## config.mk

```make
export PLATFORM = sky130hd
export DESIGN_NAME = hdlc_tx_engine
export DESIGN_NICKNAME = d
export VERILOG_FILES = /design/src/rtl/hdlc_tx_pkg.sv /design/src/rtl/hdlc_tx_ctrl.sv /design/src/rtl/hdlc_tx_dp.sv /design/src/rtl/hdlc_tx_engine.sv
export SDC_FILE = /design/constraint.sdc
export NUM_CORES = 1
export LEC_CHECK = 0
export CELL_PAD_IN_SITES_DETAIL_PLACEMENT = 1
export CELL_PAD_IN_SITES_GLOBAL_PLACEMENT = 1
export CORE_MARGIN = 5
export CORE_UTILIZATION = 25
export CTS_BUF_LIST = sky130_fd_sc_hd__clkbuf_8
export DETAILED_ROUTE_END_ITERATION = 7
export PLACE_DENSITY_LB_ADDON = 0.1
export REMOVE_ABC_BUFFERS = 1
export SYNTH_ARGS = -nofsm -noshare
export SYNTH_HDL_FRONTEND = slang
export SYNTH_SLANG_ARGS = --single-unit
```

## constraint.sdc

```tcl
create_clock -name clk -period 6.1 [get_ports clk]
set_input_delay 0.915 -clock clk [delete_from_list [all_inputs] [get_ports clk]]
set_output_delay 0.915 -clock clk [all_outputs]
set_load 0.01 [all_outputs]
```

## src/rtl/hdlc_tx_pkg.sv

```systemverilog
package hdlc_tx_pkg;

  localparam int FCS16_W = 16;
  localparam int FCS32_W = 32;
  localparam logic [31:0] CRC16_POLY = 32'h0000_8408;
  localparam logic [31:0] CRC32_POLY = 32'hEDB8_8320;

  typedef enum logic [1:0] {
    FCS_NONE = 2'd0,
    FCS_16   = 2'd1,
    FCS_32   = 2'd2,
    FCS_BAD  = 2'd3
  } fcs_e;

  typedef struct packed {
    logic msbFirst;
    logic invert;
    fcs_e fcsSel;
    logic idleOnes;
    logic transparent;
  } cfg_t;

  typedef enum logic [2:0] {
    ST_IDLE, ST_OPEN, ST_DATA, ST_FCS, ST_CLOSE
  } state_e;

  typedef enum logic [2:0] {
    SRC_IDLE, SRC_FLAG, SRC_DATA, SRC_FCS, SRC_STUFF
  } src_e;

  typedef struct packed {
    logic emit;
    src_e src;
    logic stuffable;
    logic loadByte;
    logic dropHold;
    logic crcInit;
    logic crcStep;
    logic fcsLoad;
    logic fcsShift;
    logic latchCfg;
    logic markErr;
  } strobe_t;

endpackage

```

## src/rtl/hdlc_tx_ctrl.sv

```systemverilog
module hdlc_tx_ctrl
  import hdlc_tx_pkg::*;
#(
  parameter int BYTE_W = 8,
  parameter int IDX_W  = $clog2(BYTE_W),
  parameter int CNT_W  = $clog2(FCS32_W)
) (
  input  logic             clk,
  input  logic             rstN,
  input  logic             bitEn,
  input  logic             holdFull,
  input  logic             holdSop,
  input  logic             curEop,
  input  logic             onesFull,
  input  logic             startTransparent,
  input  logic             startBadFcs,
  input  logic             qTransparent,
  input  fcs_e             qFcsSel,
  output strobe_t          stb,
  output logic [IDX_W-1:0] bitIdx
);

  state_e state, nextState;
  logic [CNT_W-1:0] cnt, nextCnt;
  logic byteEnd, fcsEnd, fcsOn;

  assign byteEnd = (cnt == CNT_W'(BYTE_W - 1));
  assign fcsOn   = (qFcsSel == FCS_16) || (qFcsSel == FCS_32);
  assign fcsEnd  = (cnt == CNT_W'(((qFcsSel == FCS_32) ? FCS32_W : FCS16_W) - 1));
  assign bitIdx  = cnt[IDX_W-1:0];

  always_comb begin
    stb       = '0;
    nextState = state;
    nextCnt   = cnt;
    stb.dropHold = (state == ST_IDLE) && holdFull && !holdSop;
    if (bitEn) begin
      stb.emit = 1'b1;
      if (onesFull) begin
        stb.src = SRC_STUFF;
      end else begin
        nextCnt = cnt + 1'b1;
        unique case (state)
          ST_IDLE: begin
            stb.src = SRC_IDLE;
            if (byteEnd) begin
              nextCnt      = '0;
              stb.latchCfg = 1'b1;
              if (holdFull && holdSop) begin
                if (startTransparent) begin
                  nextState    = ST_DATA;
                  stb.loadByte = 1'b1;
                end else begin
                  nextState   = ST_OPEN;
                  stb.markErr = startBadFcs;
                end
              end
            end
          end
          ST_OPEN: begin
            stb.src = SRC_FLAG;
            if (byteEnd) begin
              nextCnt      = '0;
              nextState    = ST_DATA;
              stb.loadByte = 1'b1;
              stb.crcInit  = 1'b1;
            end
          end
          ST_DATA: begin
            stb.src       = SRC_DATA;
            stb.stuffable = !qTransparent;
            stb.crcStep   = !qTransparent;
            if (byteEnd) begin
              nextCnt = '0;
              if (!curEop && holdFull) begin
                stb.loadByte = 1'b1;
              end else if (qTransparent) begin
                nextState    = ST_IDLE;
                stb.latchCfg = 1'b1;
              end else if (fcsOn) begin
                nextState   = ST_FCS;
                stb.fcsLoad = 1'b1;
              end else begin
                nextState = ST_CLOSE;
              end
            end
          end
          ST_FCS: begin
            stb.src       = SRC_FCS;
            stb.stuffable = 1'b1;
            stb.fcsShift  = 1'b1;
            if (fcsEnd) begin
              nextCnt   = '0;
              nextState = ST_CLOSE;
            end
          end
          ST_CLOSE: begin
            stb.src = SRC_FLAG;
            if (byteEnd) begin
              nextCnt      = '0;
              nextState    = ST_IDLE;
              stb.latchCfg = 1'b1;
            end
          end
          default: begin
            nextCnt   = '0;
            nextState = ST_IDLE;
          end
        endcase
      end
    end
  end

  always_ff @(posedge clk) begin
    if (!rstN) begin
      state <= ST_IDLE;
      cnt   <= '0;
    end else begin
      state <= nextState;
      cnt   <= nextCnt;
    end
  end

endmodule

```

## src/rtl/hdlc_tx_dp.sv

```systemverilog
module hdlc_tx_dp
  import hdlc_tx_pkg::*;
#(
  parameter int BYTE_W      = 8,
  parameter int STUFF_LIMIT = 5,
  parameter int IDX_W       = $clog2(BYTE_W)
) (
  input  logic              clk,
  input  logic              rstN,
  input  strobe_t           stb,
  input  logic [IDX_W-1:0]  bitIdx,
  input  cfg_t              cfgIn,
  input  logic [BYTE_W-1:0] inData,
  input  logic              inValid,
  input  logic              inSop,
  input  logic              inEop,
  output logic              inReady,
  output logic              holdFull,
  output logic              holdSop,
  output logic              curEop,
  output logic              onesFull,
  output cfg_t              cfgQ,
  output logic              txBit,
  output logic              cfgErr
);

  localparam int ONES_W = $clog2(STUFF_LIMIT + 1);
  localparam logic [BYTE_W-1:0] FLAG_PAT = {1'b0, {(BYTE_W-2){1'b1}}, 1'b0};

  logic [BYTE_W-1:0] holdData, curByte;
  logic              holdEop;
  logic [31:0]       crc, crcAfter, fcsReg;
  logic [ONES_W-1:0] ones;
  logic [IDX_W-1:0]  dataIdx;
  logic              rawBit, fb, sel32;

  assign inReady  = !holdFull;
  assign onesFull = (ones == ONES_W'(STUFF_LIMIT));
  assign dataIdx  = cfgQ.msbFirst ? (IDX_W'(BYTE_W - 1) - bitIdx) : bitIdx;
  assign sel32    = (cfgQ.fcsSel == FCS_32);

  always_comb begin
    unique case (stb.src)
      SRC_IDLE: rawBit = cfgQ.idleOnes | FLAG_PAT[bitIdx];
      SRC_FLAG: rawBit = FLAG_PAT[bitIdx];
      SRC_DATA: rawBit = curByte[dataIdx];
      SRC_FCS:  rawBit = fcsReg[0];
      default:  rawBit = 1'b0;
    endcase
  end

  assign fb = crc[0] ^ rawBit;

  always_comb begin
    if (sel32) crcAfter = {1'b0, crc[31:1]} ^ (fb ? CRC32_POLY : 32'h0);
    else       crcAfter = {17'h0, crc[15:1]} ^ (fb ? CRC16_POLY : 32'h0);
  end

  // holding register
  always_ff @(posedge clk) begin
    if (!rstN) begin
      holdFull <= 1'b0;
      holdSop  <= 1'b0;
      holdEop  <= 1'b0;
      holdData <= '0;
    end else if (inValid && !holdFull) begin
      holdFull <= 1'b1;
      holdSop  <= inSop;
      holdEop  <= inEop;
      holdData <= inData;
    end else if (stb.loadByte || stb.dropHold) begin
      holdFull <= 1'b0;
    end
  end

  // line byte, check sequence, stuffing run, configuration copy, output
  always_ff @(posedge clk) begin
    if (!rstN) begin
      curByte <= '0;
      curEop  <= 1'b0;
      crc     <= '1;
      fcsReg  <= '0;
      ones    <= '0;
      cfgQ    <= '0;
      txBit   <= 1'b1;
      cfgErr  <= 1'b0;
    end else begin
      if (stb.loadByte) begin
        curByte <= holdData;
        curEop  <= holdEop;
      end
      if (stb.crcInit)      crc <= '1;
      else if (stb.crcStep) crc <= crcAfter;
      if (stb.fcsLoad)       fcsReg <= ~crcAfter;
      else if (stb.fcsShift) fcsReg <= {1'b0, fcsReg[31:1]};
      if (stb.emit) begin
        txBit <= rawBit ^ cfgQ.invert;
        ones  <= (stb.stuffable && rawBit) ? ones + 1'b1 : '0;
      end
      if (stb.latchCfg) cfgQ <= cfgIn;
      if (stb.markErr)  cfgErr <= 1'b1;
    end
  end

endmodule

```

## src/rtl/hdlc_tx_engine.sv

```systemverilog
module hdlc_tx_engine
  import hdlc_tx_pkg::*;
#(
  parameter int BYTE_W      = 8,
  parameter int STUFF_LIMIT = 5
) (
  input  logic              clk,
  input  logic              rstN,
  input  logic              bitEn,
  input  logic              cfgTransparent,
  input  logic              cfgIdleOnes,
  input  logic [1:0]        cfgFcsSel,
  input  logic              cfgInvert,
  input  logic              cfgMsbFirst,
  input  logic [BYTE_W-1:0] inData,
  input  logic              inValid,
  input  logic              inSop,
  input  logic              inEop,
  output logic              inReady,
  output logic              txBit,
  output logic              cfgErr
);

  localparam int IDX_W = $clog2(BYTE_W);
  localparam int CNT_W = $clog2(FCS32_W);

  cfg_t             cfgIn, cfgQ;
  strobe_t          stb;
  logic [IDX_W-1:0] bitIdx;
  logic             holdFull, holdSop, curEop, onesFull;

  assign cfgIn = '{msbFirst: cfgMsbFirst, invert: cfgInvert, fcsSel: fcs_e'(cfgFcsSel),
                   idleOnes: cfgIdleOnes, transparent: cfgTransparent};

  hdlc_tx_ctrl #(.BYTE_W(BYTE_W), .IDX_W(IDX_W), .CNT_W(CNT_W)) uCtrl (
    .clk(clk), .rstN(rstN), .bitEn(bitEn),
    .holdFull(holdFull), .holdSop(holdSop), .curEop(curEop), .onesFull(onesFull),
    .startTransparent(cfgIn.transparent), .startBadFcs(cfgIn.fcsSel == FCS_BAD),
    .qTransparent(cfgQ.transparent), .qFcsSel(cfgQ.fcsSel),
    .stb(stb), .bitIdx(bitIdx)
  );

  hdlc_tx_dp #(.BYTE_W(BYTE_W), .STUFF_LIMIT(STUFF_LIMIT), .IDX_W(IDX_W)) uDp (
    .clk(clk), .rstN(rstN), .stb(stb), .bitIdx(bitIdx), .cfgIn(cfgIn),
    .inData(inData), .inValid(inValid), .inSop(inSop), .inEop(inEop),
    .inReady(inReady), .holdFull(holdFull), .holdSop(holdSop), .curEop(curEop),
    .onesFull(onesFull), .cfgQ(cfgQ), .txBit(txBit), .cfgErr(cfgErr)
  );

endmodule

```

Word-level counts from Yosys, hierarchy flattened
Memory sizes are Yosys's and may differ from the RTL's. A register that Yosys moved wholly into a read port is not among the register bits.
Cells that the tools add are included.

word-level totals
  RAM bits = 0
  memories = 1
  ROM bits = 8
  input bits = 20
  output and inout port bits = 3
  logic and storage cells = 133
  bits in latches = 0
  register bits after elaboration = 103

memories
  memory           words  bits a word  rd ports  clocked after memory_dff  write ports  line              text
  (no name shown)  8      1            1         1                         0            hdlc_tx_dp.sv:44  SRC_IDLE: rawBit = cfgQ.idleOnes | FLAG_PAT[bitIdx];

operators by class
  add/subtract/negate cells = 4
  multipliers = 0
  mux-type cells = 59
  div/mod/pow operators = 0
  bitwise operators = 8
  magnitude comparators = 2
  eq/ne operators = 20
  shift-type cells = 0
  reductions and logical operators = 21

operator list
  cell                                                   number
  2-to-1 mux 32 bit                                      4
  2-to-1 mux 3 bit                                       14
  NOT 32 bit                                             1
  bitwise XOR 15 x 32 -> 32 bit                          1
  bitwise XOR 31 x 32 -> 32 bit                          1
  2-to-1 mux 1 bit                                       22
  2-to-1 mux 6 bit                                       3
  2-to-1 mux 16 bit                                      1
  2-to-1 mux 5 bit                                       3
  one-hot mux 3 bit (5 select lines)                     1
  equality test 3 x 2 -> 1 bit, second input constant    4
  inequality test 2 x 1 -> 1 bit, second input constant  5
  one-hot mux 5 bit (2 select lines)                     1
  AND reduction 9 bit                                    1
  < comparator 3 x 4 -> 1 bit, second input constant     2
  2-to-1 mux 2 bit                                       4
  equality test 3 x 1 -> 1 bit, second input constant    2
  equality test 3 bit, second input constant             2
  logical AND 1 bit                                      6
  logical NOT 3 bit                                      2
  one-hot mux 1 bit (3 select lines)                     2
  one-hot mux 2 bit (3 select lines)                     1
  adder 5 x 1 -> 5 bit, second input constant            1
  equality test 5 x 3 -> 1 bit, second input constant    1
  19 further kinds                                       29

Logic depth before layout (Yosys ltp)
Gate-level depths: netlist of the first run.

  word-level depth = 15
  depth in mapped cells = 11
  mapped depth without buffers = 9

Hierarchy
From an unflattened synthesis of the first run, not the netlist that was laid out.

unflattened totals
  cell total of the unflattened synthesis = 591
  area, all modules = 5188.7 µm²

modules (own cells, without submodules)
  module          area an instance (µm²)  cells each  seq. area each (µm²)  instances
  hdlc_tx_dp      4444.3                  492         1901.8                1
  hdlc_tx_ctrl    738.2                   98          160.2                 1
  hdlc_tx_engine  6.3                     1           0.0                   1

Worst setup path after synthesis of the first run
No wires, ideal clock.

  kind = input -> register
  start point = input port bitEn
  end point = register uDp.crc[29]
  library setup time = 0.122 ns
  data arrival time = 2.896 ns
  path slack = 3.081 ns
  path buffers = 1
  stages = 8
  cell sequence = a21boi_1 -> o21a_1 -> o41ai_1 -> o31ai_2 -> xnor2_4 -> buf_6 -> xnor2_1 -> a311o_1

between the ends
  longest elaborated chain between the ends = 7

ends and longest elaborated chain
  element                                                     line                 text
  from (decl)                                                 hdlc_tx_engine.sv:9  input logic bitEn,
  2-to-1 mux 6 bit                                            hdlc_tx_ctrl.sv:37   if (bitEn) begin
  equality test 3 x 2 -> 1 bit, or another cell as far along  hdlc_tx_dp.sv:43     unique case (stb.src)
  one-hot mux 1 bit (4 select lines)                          hdlc_tx_dp.sv:43
  bitwise XOR 1 bit                                           hdlc_tx_dp.sv:52     assign fb = crc[0] ^ rawBit;
  2-to-1 mux 32 bit                                           hdlc_tx_dp.sv:55     if (sel32) crcAfter = {1'b0, crc[31:1]} ^ (fb ? CRC32_POLY : 32'h0);
  bitwise XOR 31 x 32 -> 32 bit                               hdlc_tx_dp.sv:55
  2-to-1 mux 32 bit                                           hdlc_tx_dp.sv:55
  to (signal assigned)                                        hdlc_tx_dp.sv:93     else if (stb.crcStep) crc <= crcAfter;
  to (decl)                                                   hdlc_tx_dp.sv:32     logic [31:0] crc, crcAfter, fcsReg;

Several ways; a longest one is shown, not always the timed one.
A chain may end at the register's enable or synchronous reset.

Final worst setup path of the first run
  start point = input port bitEn
  end point = register uDp.fcsReg[21]

between the ends
  longest elaborated chain between the ends = 9

ends and longest elaborated chain
  element                                                     line                text
  2-to-1 mux 6 bit                                            hdlc_tx_ctrl.sv:37
  equality test 3 x 2 -> 1 bit, or another cell as far along  hdlc_tx_dp.sv:43
  one-hot mux 1 bit (4 select lines)                          hdlc_tx_dp.sv:43
  bitwise XOR 1 bit                                           hdlc_tx_dp.sv:52
  2-to-1 mux 32 bit                                           hdlc_tx_dp.sv:55
  bitwise XOR 31 x 32 -> 32 bit                               hdlc_tx_dp.sv:55
  2-to-1 mux 32 bit                                           hdlc_tx_dp.sv:55
  NOT 32 bit                                                  hdlc_tx_dp.sv:94    if (stb.fcsLoad) fcsReg <= ~crcAfter;
  2-to-1 mux 32 bit                                           hdlc_tx_dp.sv:94
  to (signal assigned)                                        hdlc_tx_dp.sv:94
  to (signal assigned)                                        hdlc_tx_dp.sv:95    else if (stb.fcsShift) fcsReg <= {1'b0, fcsReg[31:1]};
  to (decl)                                                   hdlc_tx_dp.sv:32

Several ways; a longest one is shown, not always the timed one.

==> results of run 1 <==
==> tightest hold or removal path, stage by stage, from the launching register on <==
cell	delay, ns
dfxtp_1	0.32
nand2_1	0.05
a21oi_1	0.05
==> per-stage QoR <==
step	worst slack, ns	cell area, µm²
final	2.16	5720
after global routing	1.89	5720
after CTS	2.13	5720
after detailed placement	1.69	5500
after global placement	1.83	5500
after floorplan	1.83	4830
==> final timing paths <==
| check | cells after the start | endpoint | slack, ns | startpoint |
|---|---|---|---|---|
| max reg2reg | 7 | uDp.fcsReg[21] | 2.58 | uCtrl.cnt[0] |
| max | 8 | uDp.fcsReg[21] | 2.16 | bitEn |
| min | 2 | uDp.holdData[0] | 0.46 | uDp.holdData[0] |
| min reg2reg | 2 | uDp.holdData[0] | 0.46 | uDp.holdData[0] |
==> sequential cells by signal, indices dropped and copies added, names as in the netlist, named ones only <==
register and count:
uDp.curByte 8, uDp.fcsReg 32, uCtrl.cnt 5, uDp.curEop 1, uDp.holdSop 1, uDp.txBit 1
uDp.crc 32, uDp.ones 3, uDp.cfgErr 1, uDp.holdData 8, uDp.holdFull 1, uCtrl.state 3
uDp.cfgQ 6, uDp.holdEop 1
==> per-layer routing <==
| layer | vias to the layer above | global-route usage [%] | wire, µm |
|---|---|---|---|
| li1 | 2176 | - | - |
| met1 | 2188 | 18.5 | 7650 |
| met2 | 46 | 23.0 | 7370 |
| met3 | 7 | 2.42 | 526 |
| met4 | 0 | 3.47 | 147 |
| met5 | - | 0 | 0 |
==> final cells by class <==
cell class / instances / area share [%]
sequential: 104 / 36.4
tap: 270 / 5.90
timing repair buffer: 35 / 5.55
clock buffer: 10 / 2.40
clock inverter: 6 / 1.53
inverter: 10 / 0.656
multi-input combinational: 451 / 47.6
==> Yosys cell counts (3+ instances only) <==
master / instances / share of area (%)
dfxtp_1: 104 / 41
nand2_1: 96 / 7.1
nor2_1: 68 / 5.1
clkbuf_1: 48 / 3.6
nand3_1: 39 / 3.9
a21oi_1: 35 / 3.5
mux2i_1: 22 / 4.4
a221oi_1: 14 / 2.4
nor3_1: 13 / 1.3
and3_1: 12 / 1.5
o21ai_0: 12 / 1.2
and2_1: 11 / 1.4
inv_1: 10 / 0.74
a311o_1: 9 / 1.8
xnor2_1: 8 / 1.4
a311oi_1: 7 / 1.2
nand4_1: 7 / 0.87
o31ai_1: 7 / 1.0
or3_1: 7 / 0.87
nor2b_1: 6 / 0.74
nand3b_1: 5 / 0.74
nor4b_1: 5 / 0.87
ha_1: 4 / 0.99
mux2_2: 4 / 0.89
nand2b_1: 4 / 0.50
o311ai_0: 4 / 0.69
xor2_1: 4 / 0.69
nor3b_1: 3 / 0.45
o211ai_1: 3 / 0.45
o22ai_1: 3 / 0.37
o311a_1: 3 / 0.59
or2_2: 3 / 0.37
==> power breakdown <==
group          total, mW  leakage (nW)  internal (mW)  switching (mW)
registers          0.692         0.842          0.685         0.00713
clock network      0.504         0.117          0.244           0.260
logic             0.0839          1.03         0.0331          0.0508
==> cells by family (layout without fill, tap and decap cells) <==
| logic type | count (synthesis) | in the layout | synth area share (%) |
|---|---|---|---|
| XOR/XNOR | 13 | 13 | 2.63 |
| buffers and inverters | 63 | 61 | 5.01 |
| AO/OA/AOI/OAI | 118 | 118 | 16.7 |
| AND/OR/NAND/NOR | 288 | 288 | 27.2 |
| multiplexers | 28 | 28 | 6.15 |
| flip-flops | 104 | 104 | 41.2 |
| adder cells (fa/ha/maj) | 4 | 4 | 0.992 |
==> results_dict.tcl, run 1 <==
set metrics [dict create \
    synthCells 618 \
    rsz0062_at_grt "no" \
    period_share_pct 64.6 \
    required_ns 6.39 \
    fillers 2411 \
    grt_usage_pct 13.8 \
    final_cell_mix "dfxtp_1 (104), nand2_1 (96), nor2_1 (68)" \
    cts_setup_buffers 0 \
    ys_ff_latch 104 \
    gp_congestion 0.749 \
    drt-pass1-iter-count 4 \
    min_period_ns 3.94 \
    cp_slowest_cell "xnor2_4" \
    cpPeakStageDelay_ns 0.80 \
    grt.overflow.total 0 \
    vias_per_cell 4.99 \
    grt_pass1_wl_um 26000 \
    synth_flop_cell "dfxtp_1" \
    postRouteWirelength_um 15700 \
    grt_pass1_vias 4690 \
    critical_path.cell_chain "clkdlybuf4s50_1, a21boi_1, a41oi_1, o311ai_0, o31ai_2, xnor2_4, xor2_1, o311a_1" \
    final_layout_size_suffix_gt1_share_pct 7.79 \
    end_kind "register" \
    holdWs_ns 0.464 \
    dp.final_hpwl_um 10000 \
    crit_fanout 27 \
    final_cells 886 \
    clock_sinks 104 \
    cpLargestDelayFamily "compound AO/OA/AOI/OAI gates" \
    tightest_slew_ns 0.977 \
    cts_tree "yes" \
    core_mm2 0.0200 \
    path_buf_inv 1 \
    clockBufferDepth 2 \
    start_util_pct 25.2 \
    numCtsBuffers 9 \
    netlist_area_mm2 0.00505 \
    fp.dieH_um 152 \
    cp-start-kind "primary input" \
    multiInputGateArea_mm2 0.00272 \
    post_cts_resized 0 \
    outcome "complete, no violations" \
    finalMaxSlewViolations 0 \
    dieWidth_um 152 \
    wl_per_cell_um 17.7 \
    path_class "primary input to register" \
    nets 635 \
    tns_ns 0 \
    setup_violations 0 \
    place.port_buffers 22 \
    power_density_mw_per_mm2 224 \
    clk_latency_ns 0.39 \
    drv_cap 0 \
    final_common_cell "dfxtp_1" \
    yosysSeqAreaShare_pct 41.2 \
    dieArea_mm2 0.0231 \
    ant_nets 0 \
    synth_area_per_cell_um2 8.17 \
    grt_max_degree 40 \
    drtIter0Drc 216 \
    utilization_pct 28.6 \
    yosysWarnings 0 \
    power_mw 1.28 \
    synth_edf_count 0 \
    regArea_mm2 0.00208 \
    ys_types 62 \
    max_clock_freq_mhz 254 \
    drcViolationCount 0 \
    finalHoldViolCount 0 \
    vdd_drop_max_uv 81.7 \
    vias 4417 \
    htree_levels 3 \
    holdBufCountCts 0 \
    antennaDiodeCount 0 \
    leakage_nw 1.99 \
    clk_pin_slew_ns 0.12 \
    std_cell_rows 52 \
    relSlewSlack_pct 34.9 \
    antenna_found_initial 0 \
    area_delta_synth_final_pct 13.4 \
    async_flop_share_pct 0 \
    io_pins 23 \
    cts-root-buf "clkbuf_8" \
    dp.cells 870 \
    arrival_ns 4.23 \
    fin_skew_ns 0.0265 \
    hp-class "register to register" \
]
(Power assumes the default switching activity.)
==> run 2: changes to the inputs <==
- clock period: 6.1 -> 4 ns (I/O delays scaled with it)
==> run 2 against run 1 <==
  * Core utilization hardly changed
  * Sequential power is 53% higher
  * Die area stayed put
  * Combinational power is 55% higher
  * First-iteration DRC count is 6.9% lower
  * Largest power group unchanged
==> results_dict.tcl, run 2 (same netlist as run 1, synthesis figures left out) <==
set metrics [dict create \
    path_buf_inv 1 \
    clk_latency_ns 0.39 \
    final_common_cell "dfxtp_1" \
    vias 4438 \
    leakage_nw 2.00 \
    place.port_buffers 22 \
    min_period_ns 3.25 \
    worstHoldEndpoint "uDp.holdData[0]" \
    fin_skew_ns 0.0128 \
    clock_sinks 104 \
    cts_tree "yes" \
    utilization_pct 28.6 \
    hp-class "register to register" \
    period_share_pct 81.3 \
    drt-pass1-iter-count 4 \
    wl_per_cell_um 17.6 \
    grt_max_degree 40 \
    htree_levels 3 \
    fp.dieH_um 152 \
    tightest_slew_ns 0.763 \
    holdPathStages 2 \
    max_clock_freq_mhz 308 \
    clockBufferDepth 2 \
    grt_pass1_vias 4565 \
    setup_violations 0 \
    std_cell_rows 52 \
    numCtsBuffers 9 \
    drv_cap 0 \
    crit_fanout 14 \
    reg.largest.list "uDp.crc x32, uDp.fcsReg x32" \
    io_pins 23 \
    power_density_mw_per_mm2 320 \
    vdd_drop_max_uv 123 \
    drtIter0Drc 201 \
    postRouteWirelength_um 15700 \
    cp.depth 9 \
    post_cts_resized 0 \
    outcome "complete, no violations" \
    cpLargestDelayFamily "simple AND/OR/NAND/NOR gates" \
    ant_nets 0 \
    rr_startpoint "uCtrl.cnt[0]" \
    cts-root-buf "clkbuf_8" \
    cpPeakStageDelay_ns 0.64 \
    fillers 2432 \
    end_kind "register" \
    antenna_found_initial 0 \
    grt_pass1_wl_um 25900 \
    finalHoldViolCount 0 \
    required_ns 4.30 \
    dieArea_mm2 0.0231 \
    reg2reg_depth 9 \
    reg2reg_to "uDp.fcsReg[3]" \
    holdBufCountCts 0 \
    holdWs_ns 0.466 \
    start_util_pct 25.2 \
    path_class "register to register" \
    nets 642 \
    antennaDiodeCount 0 \
    vias_per_cell 4.97 \
    clk_pin_slew_ns 0.11 \
    final_cell_mix "dfxtp_1 (104), nand2_1 (96), nor2_1 (68)" \
    cp-start-kind "register" \
    cts_setup_buffers 0 \
    dp.final_hpwl_um 10500 \
    arrival_ns 3.55 \
    finalMaxSlewViolations 0 \
    tns_ns 0 \
    rrSetupSlack_ns 0.75 \
    core_mm2 0.0200 \
    area_delta_synth_final_pct 13.5 \
    critical_path.cell_chain "ha_1, nor4bb_1, buf_4, nand2_1, nor2_1, nand3_1, or3_1, mux2_2, o221ai_1" \
    grt_usage_pct 13.7 \
    cp_slowest_cell "dfxtp_1" \
    dieWidth_um 152 \
    worstHoldStart "uDp.holdData[0]" \
    grt.overflow.total 0 \
    gp_congestion 0.778 \
    drcViolationCount 0 \
    final_layout_size_suffix_gt1_share_pct 8.67 \
    rsz0062_at_grt "no" \
    relSlewSlack_pct 49.0 \
]
[run 2: where the power goes]
group	switching, mW	leakage (nW)	internal (mW)	total (mW)
combinational	0.0775	1.07	0.0527	0.130
clock	0.411	0.0933	0.234	0.645
sequential	0.0110	0.842	1.04	1.06
[run 2: layout make-up]
type / count / area, µm² / share of cell area [%]
multi-input cells: 451 / 2720 / 47.5
flip-flops and latches: 104 / 2080 / 36.3
repair buffers: 42 / 370 / 6.47
well taps: 270 / 338 / 5.90
clock buffers: 9 / 124 / 2.16
clock inverters: 7 / 53.8 / 0.939
inverters: 10 / 37.5 / 0.655
[run 2: routing by layer]
metal	vias to the layer above	track usage, %	share of wire [%]
met5	-	0	0
met4	0	3.25	0.95
met3	13	2.28	1.9
met2	24	22.6	46
met1	2211	18.9	51
li1	2190	-	-
[run 2: worst max-delay path by stage]
stage,endpoint,start
after floorplan,uDp.crc[5],bitEn
after global placement,uDp.crc[26],bitEn
after detailed placement,uDp.crc[23],bitEn
after CTS,uDp.fcsReg[10],uCtrl.cnt[0]
after global routing,uDp.fcsReg[26],uCtrl.cnt[0]
final,uDp.fcsReg[3],uCtrl.cnt[0]
[run 2: per-stage QoR]
step,setup slack (ns),std cells,cell area [µm²],total power [mW]
final,0.749,893,5730,1.83
after global routing,0.352,893,5730,1.92
after CTS,0.724,893,5730,1.87
after detailed placement,0.402,877,5550,1.21
after global placement,0.566,877,5550,1.21
after floorplan,0.0465,565,4830,1.15
[run 2: tightest hold or removal path, stage by stage (launching register included)]
cell	delay (ns)
dfxtp_1	0.32
nand2_1	0.05
a21oi_1	0.05
